`src/rtl/dma_arb_pkg.sv`:
```
package dma_arb_pkg;

  localparam int unsigned CH_MAX   = 8;
  localparam int unsigned CH_IDX_W = $clog2(CH_MAX);

  typedef logic [CH_IDX_W-1:0] chan_id_t;

  typedef enum logic [1:0] {
    ARB_LINEAR = 2'd0,
    ARB_PERM_A = 2'd1,
    ARB_PERM_B = 2'd2,
    ARB_ROTATE = 2'd3
  } arb_mode_e;

  // Rank r occupies bits [3r +: 3]; rank 0 is the highest priority.
  localparam logic [CH_MAX*CH_IDX_W-1:0] PERM_A =
    {3'd5, 3'd7, 3'd6, 3'd4, 3'd1, 3'd3, 3'd2, 3'd0};
  localparam logic [CH_MAX*CH_IDX_W-1:0] PERM_B =
    {3'd7, 3'd5, 3'd4, 3'd6, 3'd3, 3'd1, 3'd0, 3'd2};

  function automatic chan_id_t rank_to_chan(input arb_mode_e m, input chan_id_t rank);
    chan_id_t c;
    case (m)
      ARB_PERM_A: c = PERM_A[int'(rank)*CH_IDX_W +: CH_IDX_W];
      ARB_PERM_B: c = PERM_B[int'(rank)*CH_IDX_W +: CH_IDX_W];
      default:    c = rank;
    endcase
    return c;
  endfunction

endpackage

```
`src/rtl/dma_prio_pick.sv`:
```
module dma_prio_pick
  import dma_arb_pkg::*;
(
  input  logic [CH_MAX-1:0] req_i,
  input  arb_mode_e         mode_i,
  output logic              hit_o,
  output chan_id_t          chan_o
);

  chan_id_t at_rank [CH_MAX];

  for (genvar r = 0; r < CH_MAX; r++) begin : g_rank
    assign at_rank[r] = rank_to_chan(mode_i, chan_id_t'(r));
  end

  // Walk from lowest to highest rank so the highest-ranked hit is kept.
  always_comb begin
    hit_o  = 1'b0;
    chan_o = '0;
    for (int r = int'(CH_MAX) - 1; r >= 0; r--) begin
      if (req_i[at_rank[r]]) begin
        hit_o  = 1'b1;
        chan_o = at_rank[r];
      end
    end
  end

endmodule

```
`src/rtl/dma_rr_group.sv`:
```
module dma_rr_group #(
  parameter  int unsigned GW = 4,
  localparam int unsigned IW = (GW > 1) ? $clog2(GW) : 1
) (
  input  logic [GW-1:0] req_i,
  input  logic [IW-1:0] last_i,
  output logic          hit_o,
  output logic [IW-1:0] idx_o
);

  logic [IW-1:0] probe;

  // Search offsets GW down to 1 so the nearest position after last_i wins.
  always_comb begin
    hit_o = 1'b0;
    idx_o = '0;
    probe = '0;
    for (int k = int'(GW); k >= 1; k--) begin
      probe = IW'((int'(last_i) + k) % int'(GW));
      if (req_i[probe]) begin
        hit_o = 1'b1;
        idx_o = probe;
      end
    end
  end

endmodule

```
`src/rtl/dma_chan_arbiter.sv`:
```
module dma_chan_arbiter
  import dma_arb_pkg::*;
#(
  parameter logic [CH_MAX-1:0] POP_MASK = 8'h3F,
  parameter int unsigned       GROUP_W  = 4
) (
  input  logic              clk,
  input  logic              rst_n,
  input  logic [CH_MAX-1:0] req_i,
  input  logic [1:0]        mode_i,
  input  logic              accept_i,
  output logic [CH_MAX-1:0] grant_o,
  output logic              grant_valid_o,
  output logic [CH_IDX_W-1:0] grant_id_o
);

  localparam int unsigned NGRP  = CH_MAX / GROUP_W;
  localparam int unsigned GIW   = $clog2(GROUP_W);
  localparam int unsigned GSELW = (NGRP > 1) ? $clog2(NGRP) : 1;

  arb_mode_e          mode;
  logic [CH_MAX-1:0]  req_live;
  logic               fix_hit;
  chan_id_t           fix_chan;
  logic [NGRP-1:0]    rr_hit;
  logic [GIW-1:0]     rr_idx [NGRP];
  logic [GIW-1:0]     ptr_q  [NGRP];
  logic [NGRP-1:0]    ptr_en;
  logic               rr_found;
  chan_id_t           rr_chan;
  logic               win_hit;
  chan_id_t           win_chan;
  logic               busy_q, busy_d;
  chan_id_t           cur_q;
  logic               grant_load, grant_done;
  logic [GSELW-1:0]   cur_grp;
  logic [GIW-1:0]     cur_loc;

  assign mode     = arb_mode_e'(mode_i);
  assign req_live = req_i & POP_MASK;
  assign cur_grp  = GSELW'(cur_q >> GIW);
  assign cur_loc  = cur_q[GIW-1:0];

  dma_prio_pick u_fixed (
    .req_i  (req_live),
    .mode_i (mode),
    .hit_o  (fix_hit),
    .chan_o (fix_chan)
  );

  for (genvar g = 0; g < NGRP; g++) begin : g_grp
    dma_rr_group #(.GW(GROUP_W)) u_rr (
      .req_i  (req_live[g*GROUP_W +: GROUP_W]),
      .last_i (ptr_q[g]),
      .hit_o  (rr_hit[g]),
      .idx_o  (rr_idx[g])
    );

    assign ptr_en[g] = grant_done && (int'(cur_grp) == g);

    always_ff @(posedge clk or negedge rst_n) begin
      if (!rst_n)          ptr_q[g] <= '1;
      else if (ptr_en[g])  ptr_q[g] <= cur_loc;
    end

    // A group pointer only moves when one of its own grants is accepted.
    assert_ptr_move_R9: assert property (@(posedge clk) disable iff (!rst_n)
      !$stable(ptr_q[g]) |-> $past(grant_done) && ($past(int'(cur_grp)) == g));
  end

  // Lower group index means higher priority between groups.
  always_comb begin
    rr_found = 1'b0;
    rr_chan  = '0;
    for (int g = int'(NGRP) - 1; g >= 0; g--) begin
      if (rr_hit[g]) begin
        rr_found = 1'b1;
        rr_chan  = chan_id_t'(g * int'(GROUP_W) + int'(rr_idx[g]));
      end
    end
  end

  assign win_hit  = (mode == ARB_ROTATE) ? rr_found : fix_hit;
  assign win_chan = (mode == ARB_ROTATE) ? rr_chan  : fix_chan;

  assign grant_load = !busy_q && win_hit;
  assign grant_done = busy_q && accept_i;

  always_comb begin
    busy_d = busy_q;
    if (grant_done)      busy_d = 1'b0;
    else if (grant_load) busy_d = 1'b1;
  end

  always_ff @(posedge clk or negedge rst_n) begin
    if (!rst_n) begin
      busy_q <= 1'b0;
      cur_q  <= '0;
    end else begin
      busy_q <= busy_d;
      if (grant_load) cur_q <= win_chan;
    end
  end

  always_comb begin
    grant_o = '0;
    if (busy_q) grant_o[cur_q] = 1'b1;
  end
  assign grant_valid_o = busy_q;
  assign grant_id_o    = cur_q;

  assert_onehot_R11: assert property (@(posedge clk) disable iff (!rst_n)
    $onehot0(grant_o));

  assert_no_ghost_R10: assert property (@(posedge clk) disable iff (!rst_n)
    (grant_o & ~POP_MASK) == '0);

  assert_issue_R2: assert property (@(posedge clk) disable iff (!rst_n)
    !grant_valid_o && (req_live != '0) |=> grant_valid_o);

  assert_quiet_R2: assert property (@(posedge clk) disable iff (!rst_n)
    !grant_valid_o && (req_live == '0) |=> !grant_valid_o);

  assert_hold_R3: assert property (@(posedge clk) disable iff (!rst_n)
    grant_valid_o && !accept_i |=> grant_valid_o && $stable(grant_o));

  assert_release_R4: assert property (@(posedge clk) disable iff (!rst_n)
    grant_valid_o && accept_i |=> !grant_valid_o);

  assert_upper_first_R8: assert property (@(posedge clk) disable iff (!rst_n)
    !grant_valid_o && (mode == ARB_ROTATE) && (req_live[GROUP_W-1:0] != '0)
    |=> int'(grant_id_o) < int'(GROUP_W));

endmodule

```
`config.mk`:
```
export PLATFORM = sky130hd
export DESIGN_NAME = dma_chan_arbiter
export DESIGN_NICKNAME = d
export VERILOG_FILES = /design/src/rtl/dma_arb_pkg.sv /design/src/rtl/dma_prio_pick.sv /design/src/rtl/dma_rr_group.sv /design/src/rtl/dma_chan_arbiter.sv
export SDC_FILE = /design/constraint.sdc
export NUM_CORES = 1
export LEC_CHECK = 0
export BUFFER_PORTS_ARGS = -buffer_cell sky130_fd_sc_hd__buf_4
export CORE_MARGIN = 8
export CORE_UTILIZATION = 40
export CTS_BUF_LIST = sky130_fd_sc_hd__clkbuf_8
export DETAILED_ROUTE_END_ITERATION = 16
export PLACE_DENSITY = 0.72
export REMOVE_ABC_BUFFERS = 1
export SETUP_SLACK_MARGIN = 0.2
export SYNTH_ARGS = -nofsm -noshare
export SYNTH_HDL_FRONTEND = slang
export SYNTH_SLANG_ARGS = --single-unit
```
`constraint.sdc`:
```
create_clock -name clk -period 5.3 [get_ports clk]
set_input_delay 1.06 -clock clk [delete_from_list [all_inputs] [get_ports clk]]
set_output_delay 1.06 -clock clk [all_outputs]
set_load 0.02 [all_outputs]
```
==> results of run 1 <==
## power groups by stage
stage	Sequential [W]	Clock (W)	Combinational, W
after floorplan	0.000150	0	0.000152
after global placement	0.000142	0	0.000244
after detailed placement	0.000145	0	0.000252
after CTS	0.000146	0.0000728	0.000252
after global routing	0.000154	0.0000795	0.000268
final	0.000146	0.0000710	0.000249
## cells in the mapped netlist (all sizes together)
master and instances:
a211o 1, a21o 2, a21oi 2, a221o 2, a22oi 3, a31o 1
and3 1, buf 4, clkbuf 1, dfrtp 4, dfstp 4, ha 5
inv 7, mux2 8, mux2i 2, mux4 1, nand2 4, nand2b 4
nand3 2, nand3b 1, nor2 11, nor2b 2, nor3 2, nor4 1
o211ai 1, o21a 2, o21ai 3, o221ai 3, o22ai 1, o31ai 1
o32a 1, o32ai 2
## metal layers
metal	part of all wire (%)	up-vias	global-route usage (%)	routed length, um
li1	-	373	-	-
met1	42	369	13.22	843
met2	54	14	20.68	1075
met3	3.3	2	1.440	65
met4	0.20	0	4.870	4
met5	0	-	0	0
## metrics by stage
| step | cells | worst slack, ns | instance area [sq um] |
|---|---|---|---|
| after floorplan | 84 | 2.554 | 783.3 |
| after global placement | 133 | 2.331 | 982.2 |
| after detailed placement | 133 | 2.322 | 982.2 |
| after CTS | 136 | 2.558 | 1023 |
| after global routing | 136 | 2.462 | 1023 |
| final | 136 | 2.554 | 1023 |
## worst register-to-register path, stage by stage (launching register included)
cell      delay (ns)
dfstp_2         0.59
mux2i_1         0.19
o32a_1          0.16
o211ai_1        0.08
a221o_1         0.37
mux2_4          0.26
## worst paths after layout
path / from / endpoint / slack, ns
max: mode_i[0] / grant_id_o[1]$_DFFE_PN0P_ / 2.55
min reg2reg: grant_id_o[0]$_DFFE_PN0P_ / grant_id_o[0]$_DFFE_PN0P_ / 0.63
min in group asynchronous: rst_n / grant_id_o[0]$_DFFE_PN0P_ / 0.64
max reg2reg: ptr_q[3]$_DFFE_PN1P_ / grant_id_o[0]$_DFFE_PN0P_ / 3.52
min: grant_id_o[0]$_DFFE_PN0P_ / grant_id_o[0]$_DFFE_PN0P_ / 0.63
max in group asynchronous: rst_n / ptr_q[1]$_DFFE_PN1P_ / 4.45
## cell families after synthesis
family,Yosys count
multiplexers,11
buffers and inverters,12
flip-flops,8
AO/OA/AOI/OAI,25
adder cells (fa/ha/maj),5
AND/OR/NAND/NOR,28
## registers in the layout, summed over array words and instances (netlist names)
register / count
grant_valid_o: 1
ptr_q: 4
grant_id_o: 3
## cell type report
class / count / area share [%]
multi-input combinational: 69 / 53.91
clock buffer: 3 / 4.034
sequential: 8 / 20.05
inverter: 7 / 2.567
tap: 27 / 3.301
timing repair buffer: 22 / 16.14
## placed cells by master (no fill, tap or decap), types with 2 or more instances in the layout
cell and instances:
o32ai_1 2, a22oi_1 3, nor3_1 2, o21a_1 2, a221o_1 2, inv_1 7, dfstp_2 4, nand2_1 4
ha_1 5, o21ai_0 2, nand3_1 2, a21oi_1 2, clkbuf_8 3, nor2_1 11, mux2i_1 2, mux2_4 2
mux2_2 6, dfrtp_1 4, nor2b_1 2, o221ai_1 2, nand2b_1 4, buf_4 22
==> impl_metrics.toml, run 1 <==
[worst_setup_path]
crit_chain = "buf_4, inv_1, ha_1, mux2_2, a211o_1, o31ai_4, o21ai_2, mux2_4"
path_delay_family = "compound AO/OA/AOI/OAI gates"
critPathMaxStageDelay_ns = 0.36
cp-end-kind = "flop"
cp.arrival_ns = 2.85
start_kind = "input pin"
critPathMaxFanout = 5
reg2reg_depth = 5
critPathSlowestCell = "mux2_2"
crit_buf_inv = 2
worst_ep_required_time_ns = 5.41
path_class = "in2reg"
cp.depth = 8

[clock_network]
clk_transition_reported_paths_ns = 0.04
cts.sinks = 8
cts_buffer_depth = 2
clock-root-buffer = "clkbuf_8"
ctsHoldBuffers = 0
cts_resized = 0
clk_latency_ns = 0.22
cts_buffers = 3
htreeDepth = 1
cts_tree = "built"
post-cts-setup-buffers = 0

[synthesis]
synth_cell_types = 36
synth_fa_ha_area_share_pct = 7.429
muxShareOfSynthArea_pct = 16.64
ys.warnings.count = 0
synthesis.area_sq_um = 842.1
synth_xor_area_share_pct = 0
ys_seq_area_share_pct = 24.37
synth_cells = 89
synth_area_leaders = "dfstp_2 (12%), dfrtp_1 (12%), mux2_2 (8.0%)"
synth_compound_gate_area_share_pct = 25.56
ys_ff_latch = 8
synth.avg_cell_area_sq_um = 9.461
synth_top_area_share_pct = 12.48
synth_top_cell_by_area = "dfstp_2"
synthSimpleGateAreaFrac_pct = 15.90
synth_top_family_by_area = "compound AO/OA/AOI/OAI gates"

[power]
p_int_w = 0.0002732
finalPower_w = 0.0004651
peakVddDrop_mv = 0.2096
p_clk_share_pct = 15.3
pwr-share-comb_pct = 53.4
p_sw_w = 0.0001919
power_switching_share_pct = 41.25
p_leak_nw = 0.4644
seq_power_share_pct = 31.3
powerDensity_nw_per_um2 = 454.4

[floorplan]
core_sq_um = 1982
die_w_um = 61.88
start_util_pct = 42.49
die_y_um = 61.88
dieArea_sq_um = 3829
num_rows = 16
io_pins = 25

[grt]
grt.overflow.total = 0
grt_max_degree = 11
grt_usage_pct = 11.50
antenna_found_initial = 0
first_global_vias = 746
grt_pass1_wl_um = 3387

[placed_design]
place.gp.congestion = 0.7446
io_buffers = 22
hpwlAfterDp_um = 1593

[run_status]
outcome = "finished, final reports clean"

[drt]
first_pass_iters = 4
drt_wl_total_um = 1989
avgViaCountPerCell = 5.574
vias = 758
detail-route-antenna-nets = 0
drt_iter0_drc = 17
wl_per_cell_um = 14.63
drc = 0

[cells_and_area]
nets = 129
antenna_cells = 0
drive_above_1_share_pct = 39.45
regArea_sq_um = 205.2
num-fill-cells = 181
multiInputGateArea_sq_um = 551.8
final_core_util_pct = 51.64
area_growth_pct = 21.55

[run]
cap_violations = 0

[timing]
finalClockSkew_ns = 0.0002806
worst_pin_slew_ns = 0.3257
drv_slew = 0
finalHoldViolations = 0
period_share_pct = 51.81
setup_viol = 0
slew_headroom_pct = 78.09
holdWs_ns = 0.6323
rsz0062_at_grt = "no"
fmax_mhz = 364.2
finalSetupTns_ns = 0
period_minus_slack_ns = 2.746

[worst_hold_path]
hold_depth = 1
hold_path_class = "reg2reg"
Note: power is estimated with default switching activity, not from simulation.
==> run 2: changes to the inputs <==
clock period = 2.9 ns   (was 5.3 ns; I/O delays follow)
==> impl_metrics.toml, run 2 (synthesis gave the netlist of run 1 again) <==
[floorplan]
start_util_pct = 42.49
num_rows = 16
die_y_um = 61.88
io_pins = 25
core_sq_um = 1982
dieArea_sq_um = 3829
die_w_um = 61.88

[placed_design]
io_buffers = 22
place.gp.congestion = 0.7327
preCtsSetupSlack_ns = 0.3754
hpwlAfterDp_um = 1573
place_area_sq_um = 982.2

[run]
cap_violations = 0

[grt]
grt.busiest_layer = "met2"
met2_usage_pct = 19.65
met3_usage_pct = 1.235
use_met1_pct = 14.32
first_global_vias = 735
grt_usage_pct = 11.30
grt.overflow.total = 0
grt_max_degree = 11
grt_pass1_wl_um = 3332
antenna_found_initial = 0

[cells_and_area]
nets = 129
largest_register_ffs = 4
antenna_cells = 0
largest_register = "ptr_q"
final_core_util_pct = 51.64
num-fill-cells = 179
mostFrequentLayoutCells = "buf_4 (22), nor2_1 (11), inv_1 (7), mux2_2 (6), ha_1 (5)"
drive_above_1_share_pct = 39.45
area_growth_pct = 21.55
layout_commonest_cell = "buf_4"
design_area_sq_um = 1023

[timing]
drv_slew = 0
period_minus_slack_ns = 2.300
slew_headroom_pct = 76.73
rsz0062_at_grt = "no"
worst_slack_ns = 0.6003
setup_viol = 0
fmax_mhz = 434.8
finalClockSkew_ns = 0.0003676
worst_pin_slew_ns = 0.3459
finalSetupTns_ns = 0
finalHoldViolations = 0
period_share_pct = 79.30

[drt]
vias = 747
drc = 0
avgViaCountPerCell = 5.493
drt_wl_total_um = 1977
first_pass_iters = 4
wl_per_cell_um = 14.54
detail-route-antenna-nets = 0
drt_iter0_drc = 14

[clock_network]
htreeDepth = 1
clk_transition_reported_paths_ns = 0.04
cts.sinks = 8
post-cts-setup-buffers = 0
cts_buffers = 3
cts_tree = "built"
clock-root-buffer = "clkbuf_8"
ctsHoldBuffers = 0
clk_latency_ns = 0.22
cts_resized = 0
cts_buffer_depth = 2

[worst_setup_path]
reg2reg_slack_ns = 1.12
critPathMaxStageDelay_ns = 0.36
crit_buf_inv = 2
reg2reg_from = "ptr_q[3]$_DFFE_PN1P_"
worst_ep_required_time_ns = 3.01
cp.arrival_ns = 2.41
cp-end-kind = "flop"
crit_chain = "buf_4, inv_1, ha_1, mux2_2, a211o_1, o31ai_4, o21ai_2, mux2_4"
critPathMaxFanout = 5
reg2reg_depth = 5
path_class = "in2reg"
start_kind = "input pin"
timing.rr.end = "grant_id_o[0]$_DFFE_PN0P_"
path_delay_family = "compound AO/OA/AOI/OAI gates"
critPathSlowestCell = "mux2_2"

[power]
p_leak_nw = 0.4644
peakVddDrop_mv = 0.4433
powerDensity_nw_per_um2 = 825.7

[run_status]
outcome = "finished, final reports clean"

[worst_hold_path]
hold_path_class = "in2async"
-- run 2: power by group --
group,total [W],internal (W),switching [W]
sequential,0.000263,0.000183,0.0000799
clock,0.000131,0.0000897,0.0000413
combinational,0.000451,0.000227,0.000225
total,0.000845,0.000499,0.000346
-- run 2: cell type report --
class                   count  area (sq um)  area share [%]
clock buffers               3         41.29           4.034
inverters                   7         26.28           2.567
multi-input cells          69         551.8           53.91
repair buffers             22         165.2           16.14
well taps                  27         33.78           3.301
flip-flops and latches      8         205.2           20.05
-- run 2: how the worst max path moves through the flow --
| stage | start | end | slack (ns) | cells past startpoint |
|---|---|---|---|---|
| 2_1_floorplan | mode_i[0] | grant_id_o[0]$_DFFE_PN0P_ | 0.63 | 7 |
| 3_3_place_gp | mode_i[0] | grant_id_o[0]$_DFFE_PN0P_ | 0.41 | 8 |
| 3_5_place_dp | mode_i[0] | grant_id_o[0]$_DFFE_PN0P_ | 0.38 | 8 |
| 4_1_cts | mode_i[0] | grant_id_o[0]$_DFFE_PN0P_ | 0.61 | 8 |
| 5_1_grt | mode_i[0] | grant_id_o[0]$_DFFE_PN0P_ | 0.50 | 8 |
| 6_report | mode_i[0] | grant_id_o[1]$_DFFE_PN0P_ | 0.60 | 8 |
-- run 2: stage by stage --
stage | hold slack (ns) | total power (W) | std cells
3_3_place_gp | 0.3967 | 0.0007064 | 133
3_5_place_dp | 0.4019 | 0.0007196 | 133
2_1_floorplan | 0.2844 | 0.0005511 | 84
6_report | 0.1644 | 0.0008451 | 136
4_1_cts | 0.1616 | 0.0008531 | 136
5_1_grt | 0.1613 | 0.0009099 | 136
-- run 2: layer usage --
metal  vias up  share of wire, %
li1        376                 -
met1       356                42
met5         -                 0
met4         0                 0
met2        15                54
met3         0               4.0
-- run 2: worst reg2reg max path: cells and delay by family, from the launching register on --
family,cells,cell delay [ns]
compound gates,3,0.64
flops,1,0.58
mux,2,0.45
